`src/rtl/i2c_flag_pkg.sv`:
```
// Package: reset and idle values shared by the flag units.
// Assumes: the pending flag is active low, so its idle value is 1.
package i2c_flag_pkg;
    localparam logic PIN_IDLE = 1'b1;
    localparam logic BB_IDLE  = 1'b0;
    localparam logic TRX_IDLE = 1'b0;
endpackage

```
`src/rtl/i2c_pin_unit.sv`:
```
// Pending-interrupt flag, internal wait flag, interrupt pulse and SCL hold.
// Assumes: every event input is a synchronous single-cycle pulse; en=0 acts as a reset.
module i2c_pin_unit
    import i2c_flag_pkg::*;
(
    input  logic clk,
    input  logic rst_n,
    input  logic en,
    input  logic mst,
    input  logic als,
    input  logic wit,
    input  logic ack_clk_en,
    input  logic ev_data_done,
    input  logic ev_byte_done,
    input  logic ev_arb_lost,
    input  logic ev_addr_done,
    input  logic addr_match,
    input  logic gen_call,
    input  logic sw_wr_data,
    input  logic sw_wr_clk,
    input  logic sw_wr_ctrl,
    input  logic sw_pin_val,
    output logic pin,
    output logic irq,
    output logic scl_hold
);
    logic pin_q, irq_q, wait_q;
    logic wait_fall, addr_fall, fall, release_req, pin_n;

    // Decode the falling events and the software release.
    always_comb begin
        wait_fall   = wit && ack_clk_en && ev_data_done;
        addr_fall   = ev_addr_done && !mst && (als || addr_match || gen_call);
        fall        = ev_byte_done || ev_arb_lost || wait_fall || addr_fall;
        release_req = sw_wr_data || (sw_wr_clk && wit && wait_q);
        pin_n       = fall ? 1'b0 : (release_req ? 1'b1 : pin_q);
    end

    // Register the pending flag and the interrupt pulse on its falling edge.
    always_ff @(posedge clk) begin
        if (!rst_n || !en) begin
            pin_q <= PIN_IDLE;
            irq_q <= 1'b0;
        end else begin
            pin_q <= pin_n;
            irq_q <= pin_q && !pin_n;
        end
    end

    // Track the wait flag set by a wait-mode fall.
    always_ff @(posedge clk) begin
        if (!rst_n || !en)
            wait_q <= 1'b0;
        else if (wait_fall)
            wait_q <= 1'b1;
        else if (release_req || ev_byte_done)
            wait_q <= 1'b0;
    end

    assign pin      = pin_q;
    assign irq      = irq_q;
    assign scl_hold = !pin_q;

    p_fall_r2: assert property (@(posedge clk) disable iff (!rst_n)
        (en && (ev_byte_done || ev_arb_lost)) |=> (!pin && scl_hold));
    p_irq_edge_r3: assert property (@(posedge clk) disable iff (!rst_n)
        irq |-> (!pin && $past(pin)));
    p_release_r5: assert property (@(posedge clk) disable iff (!rst_n)
        (en && sw_wr_data && !fall) |=> pin);
    p_ro_pin_r12: assert property (@(posedge clk) disable iff (!rst_n)
        (en && pin && sw_wr_ctrl && !sw_pin_val && !fall) |=> pin);
    p_off_r11: assert property (@(posedge clk) disable iff (!rst_n)
        !en |=> (pin && !irq));
endmodule

```
`src/rtl/i2c_bb_unit.sv`:
```
// Bus busy flag: set by START, cleared by STOP, in either master or slave mode.
// Assumes: START and STOP are single-cycle pulses; a STOP wins a same-cycle collision.
module i2c_bb_unit
    import i2c_flag_pkg::*;
(
    input  logic clk,
    input  logic rst_n,
    input  logic en,
    input  logic ev_start,
    input  logic ev_stop,
    output logic bb
);
    logic bb_q;

    // Update the bus busy flag from the detected bus conditions.
    always_ff @(posedge clk) begin
        if (!rst_n || !en)
            bb_q <= BB_IDLE;
        else if (ev_stop)
            bb_q <= 1'b0;
        else if (ev_start)
            bb_q <= 1'b1;
    end

    assign bb = bb_q;

    p_start_r7: assert property (@(posedge clk) disable iff (!rst_n)
        (en && ev_start && !ev_stop) |=> bb);
    p_stop_r7: assert property (@(posedge clk) disable iff (!rst_n)
        (en && ev_stop) |=> !bb);
    p_off_r11: assert property (@(posedge clk) disable iff (!rst_n)
        !en |=> !bb);
endmodule

```
`src/rtl/i2c_trx_unit.sv`:
```
// Transfer direction flag with hardware set and clear paths and a software load.
// Assumes: a hardware clear beats a hardware set, and both beat a software load.
module i2c_trx_unit
    import i2c_flag_pkg::*;
(
    input  logic clk,
    input  logic rst_n,
    input  logic en,
    input  logic mst,
    input  logic als,
    input  logic ev_arb_lost,
    input  logic ev_stop,
    input  logic ev_start_sup,
    input  logic ev_start,
    input  logic ev_nack,
    input  logic ev_addr_done,
    input  logic addr_match,
    input  logic rx_rw,
    input  logic sw_wr_ctrl,
    input  logic sw_trx_val,
    output logic trx
);
    logic trx_q, hw_clr, hw_set;

    // Decode the hardware clear and set conditions.
    always_comb begin
        hw_clr = ev_arb_lost || ev_stop || ev_start_sup ||
                 (!mst && (ev_start || ev_nack));
        hw_set = ev_addr_done && !mst && !als && addr_match && rx_rw;
    end

    // Update the direction flag in priority order.
    always_ff @(posedge clk) begin
        if (!rst_n || !en)
            trx_q <= TRX_IDLE;
        else if (hw_clr)
            trx_q <= 1'b0;
        else if (hw_set)
            trx_q <= 1'b1;
        else if (sw_wr_ctrl)
            trx_q <= sw_trx_val;
    end

    assign trx = trx_q;

    p_set_r8: assert property (@(posedge clk) disable iff (!rst_n)
        (en && !mst && !als && ev_addr_done && addr_match && rx_rw && !hw_clr) |=> trx);
    p_clr_r9: assert property (@(posedge clk) disable iff (!rst_n)
        (en && (ev_arb_lost || ev_stop || ev_start_sup)) |=> !trx);
    p_hw_first_r10: assert property (@(posedge clk) disable iff (!rst_n)
        (en && sw_wr_ctrl && sw_trx_val && ev_stop) |=> !trx);
    p_off_r11: assert property (@(posedge clk) disable iff (!rst_n)
        !en |=> !trx);
endmodule

```
`src/rtl/i2c_flag_ctrl.sv`:
```
// Top: status flags and interrupt of a multi-master I2C peripheral.
// Assumes: event inputs are synchronous single-cycle pulses; the byte engine,
// the START/STOP detector and clock generation sit outside this block.
module i2c_flag_ctrl (
    input  logic clk,
    input  logic rst_n,
    input  logic en,
    input  logic mst,
    input  logic als,
    input  logic wit,
    input  logic ack_clk_en,
    input  logic ev_data_done,
    input  logic ev_byte_done,
    input  logic ev_arb_lost,
    input  logic ev_addr_done,
    input  logic addr_match,
    input  logic gen_call,
    input  logic rx_rw,
    input  logic ev_start,
    input  logic ev_stop,
    input  logic ev_start_sup,
    input  logic ev_nack,
    input  logic sw_wr_data,
    input  logic sw_wr_clk,
    input  logic sw_wr_ctrl,
    input  logic sw_trx_val,
    input  logic sw_pin_val,
    output logic pin,
    output logic bb,
    output logic trx,
    output logic irq,
    output logic scl_hold
);
    i2c_pin_unit u_pin (
        .clk(clk), .rst_n(rst_n), .en(en), .mst(mst), .als(als), .wit(wit),
        .ack_clk_en(ack_clk_en), .ev_data_done(ev_data_done),
        .ev_byte_done(ev_byte_done), .ev_arb_lost(ev_arb_lost),
        .ev_addr_done(ev_addr_done), .addr_match(addr_match), .gen_call(gen_call),
        .sw_wr_data(sw_wr_data), .sw_wr_clk(sw_wr_clk), .sw_wr_ctrl(sw_wr_ctrl),
        .sw_pin_val(sw_pin_val), .pin(pin), .irq(irq), .scl_hold(scl_hold)
    );

    i2c_bb_unit u_bb (
        .clk(clk), .rst_n(rst_n), .en(en), .ev_start(ev_start), .ev_stop(ev_stop),
        .bb(bb)
    );

    i2c_trx_unit u_trx (
        .clk(clk), .rst_n(rst_n), .en(en), .mst(mst), .als(als),
        .ev_arb_lost(ev_arb_lost), .ev_stop(ev_stop), .ev_start_sup(ev_start_sup),
        .ev_start(ev_start), .ev_nack(ev_nack), .ev_addr_done(ev_addr_done),
        .addr_match(addr_match), .rx_rw(rx_rw), .sw_wr_ctrl(sw_wr_ctrl),
        .sw_trx_val(sw_trx_val), .trx(trx)
    );

    p_hold_r2: assert property (@(posedge clk) disable iff (!rst_n)
        $fell(pin) |-> (scl_hold && irq));
endmodule

```
`config.mk`:
```
export PLATFORM = sky130hd
export DESIGN_NAME = i2c_flag_ctrl
export DESIGN_NICKNAME = d
export VERILOG_FILES = /design/src/rtl/i2c_flag_pkg.sv /design/src/rtl/i2c_pin_unit.sv /design/src/rtl/i2c_bb_unit.sv /design/src/rtl/i2c_trx_unit.sv /design/src/rtl/i2c_flag_ctrl.sv
export SDC_FILE = /design/constraint.sdc
export NUM_CORES = 1
export LEC_CHECK = 0
export BUFFER_PORTS_ARGS = -buffer_cell sky130_fd_sc_hd__buf_4
export CORE_AREA = 2 2 39 41
export CTS_CLUSTER_SIZE = 14
export DETAILED_ROUTE_END_ITERATION = 16
export DIE_AREA = 0 0 41 43
export PLACE_DENSITY = 0.6
export SLEW_MARGIN = 5
export SYNTH_ARGS = -nofsm -noshare
export SYNTH_HDL_FRONTEND = slang
export SYNTH_SLANG_ARGS = --single-unit
```
`constraint.sdc`:
```
create_clock -name clk -period 0.9 [get_ports clk]
set_input_delay 0.09 -clock clk [delete_from_list [all_inputs] [get_ports clk]]
set_output_delay 0.09 -clock clk [all_outputs]
set_load 0.005 [all_outputs]
```
==> results.cfg <==
[floorplanning]
die_x_um = 41
dieArea_um2 = 1763
io-pin-count = 28
row_count = 14
die_h_um = 43
start_util_pct = 18.63
core_area_um2 = 1384

[timing]
fin_skew_ns = 0.006339
fmax_mhz = 1147
fin_crit_ns = 0.8717
hold_viol = 0
tightest_slew_ns = 0.2301
setup_viol = 0
report.final.slew_viol_count = 0
maxSlewHeadroom_pct = 84.56
rsz0062_at_grt = false
post-route-period-util_pct = 96.85
fin_setup_tns_ns = 0

[power]
peakVddDrop_uv = 858.5
powerDensity_nw_per_um2 = 1252
p_leak_nw = 0.2387

[cts]
h-tree-depth = 1
cts_resized = 0
cts_root_buffer = clkbuf_4
post_cts_buffers = 0
clk_pin_slew_ns = 0.05
clk_path_buf_depth = 2
ctsHoldBuffers = 0
cts_sinks = 5
tritoncts = done
numCtsBuffers = 3
clk_latency_ns = 0.24

[min_path]
holdPathStages = 2
min_to = u_bb.bb$_SDFFE_PP0P_
hp-class = primary input to register
min_from = ev_stop

[finish]
diodes = 0
fin_nets = 80
syn_to_final_growth_pct = 94.17
utilization_pct = 36.17
drive_above_1_share_pct = 64.29

[place]
gp_congestion = 0.6752
port_buffers = 26

[detailed_routing]
num_vias = 304
routed_wl_um = 700
drtAntennaViolNets = 0
routedWlPerCell_um = 9.722
firstDrtPassIters = 3
via_per_inst = 4.222
drtIter0Drc = 1
drc = 0

[logic_synthesis]
synth_common_cells = dfxtp_1, nand2_1, nor2_1
syn_area_um2 = 257.7
synth.area.top_cells = dfxtp_1, mux2_4, nand2b_4
synth_top_area_share_pct = 38.83
ys_ff_latch = 5
synth.avg_cell_area_um2 = 9.913
syn_nets = 49
ys_seq_area_share_pct = 38.83
synth_largest_area_cell = dfxtp_1
yosys_warnings = 0
synth_edf_count = 0
synth_most_common_cell = dfxtp_1
yosys_most_used_dff = dfxtp_1
synth_cell_types = 17
synthArstFlopShare_pct = 0
syn_inst = 26

[grt]
grt_pass1_vias = 274
grt.overflow.total = 0
antenna_found_initial = 0
grt_use_total_pct = 9.137
grt_pass1_wl_um = 1035
grt_max_degree = 6

[setup_path]
ff2ff_setup_slack_ns = 0.03
critPathMaxFanout = 2
start_kind = register
timing.rr.start = u_trx.trx$_SDFFE_PP0P_
rr_endpoint = u_trx.trx$_SDFFE_PP0P_
cp.arrival_ns = 1.01
end_kind = register
critPathRequiredTime_ns = 1.03
worst-r2r-cell-count = 2
criticalPathCategory = register to register

[run]
max_cap_viol_count = 0

[run_status]
status = complete, no violations
-- worst max-delay path by stage --
stage,start,end,depth (start not counted)
3_5_place_dp,u_trx.trx$_SDFFE_PP0P_,u_trx.trx$_SDFFE_PP0P_,2
5_1_grt,u_trx.trx$_SDFFE_PP0P_,u_trx.trx$_SDFFE_PP0P_,2
2_1_floorplan,u_trx.trx$_SDFFE_PP0P_,u_trx.trx$_SDFFE_PP0P_,2
4_1_cts,u_pin.pin$_SDFF_PP1_,scl_hold,2
3_3_place_gp,u_trx.trx$_SDFFE_PP0P_,u_trx.trx$_SDFFE_PP0P_,2
6_report,u_trx.trx$_SDFFE_PP0P_,u_trx.trx$_SDFFE_PP0P_,2
-- critical path, stage by stage (launching register included) --
cell and delay [ns]:
dfxtp_1 0.30, mux2_4 0.26, o221a_1 0.20
-- state kept, by name, indices dropped and copies added (netlist names) --
name and cells:
u_bb.bb 1, u_pin.irq 1, u_trx.trx 1, u_pin.wait_q 1, u_pin.pin 1
-- cell usage in the layout (no fill, tap or decap), drive strengths merged --
cell type	count
a211oi	1
a21oi	1
a311oi	1
buf	26
clkbuf	4
dfxtp	5
inv	1
mux2	1
nand2	3
nand2b	1
nand3	1
nor2	3
nor3	3
nor3b	1
nor4	1
o211ai	1
o21bai	1
o221a	1
-- cell type report --
type | instances | area [um^2]
Clock buffer | 4 | 26.28
Fill cell | 149 | 883.3
Inverter | 1 | 3.754
Multi-Input combinational cell | 20 | 153.9
Sequential cell | 5 | 101.3
Tap cell | 16 | 20.02
Timing Repair Buffer | 26 | 195.2
-- kinds of logic after synthesis --
group	Yosys count	share of synthesized area (%)
flip-flops	5	38.84
multiplexers	1	5.824
AO/OA/AOI/OAI	6	20.39
buffers and inverters	1	1.455
AND/OR/NAND/NOR	13	33.49
-- per-stage QoR --
stage	std cells	total power, mW	instance area [um^2]	hold slack (ns)	worst slack [ns]
5_1_grt	72	0.6803	500.5	0.01480	0.005752
2_1_floorplan	26	0.2736	257.7	0.1693	0.03835
3_3_place_gp	68	0.3708	473.0	0.2756	0.04059
6_report	72	0.6265	500.5	0.02530	0.02834
4_1_cts	72	0.6398	499.2	0.02026	0.01406
3_5_place_dp	68	0.3720	473.0	0.2831	0.02745
-- layer usage --
layer | up-vias | wire (um) | global-route usage [%]
li1 | 156 | - | -
met1 | 127 | 237 | 8.682
met2 | 19 | 341 | 13.44
met3 | 2 | 115 | 7.853
met4 | 0 | 6 | 4.000
met5 | - | 0 | 0
-- report_power, final --
group | leakage [nW] | internal [mW] | switching [mW]
registers | 0.0406 | 0.231 | 0.00341
logic | 0.183 | 0.0887 | 0.0435
clock network | 0.0150 | 0.168 | 0.0927
Power figures use the tool's default switching activity.
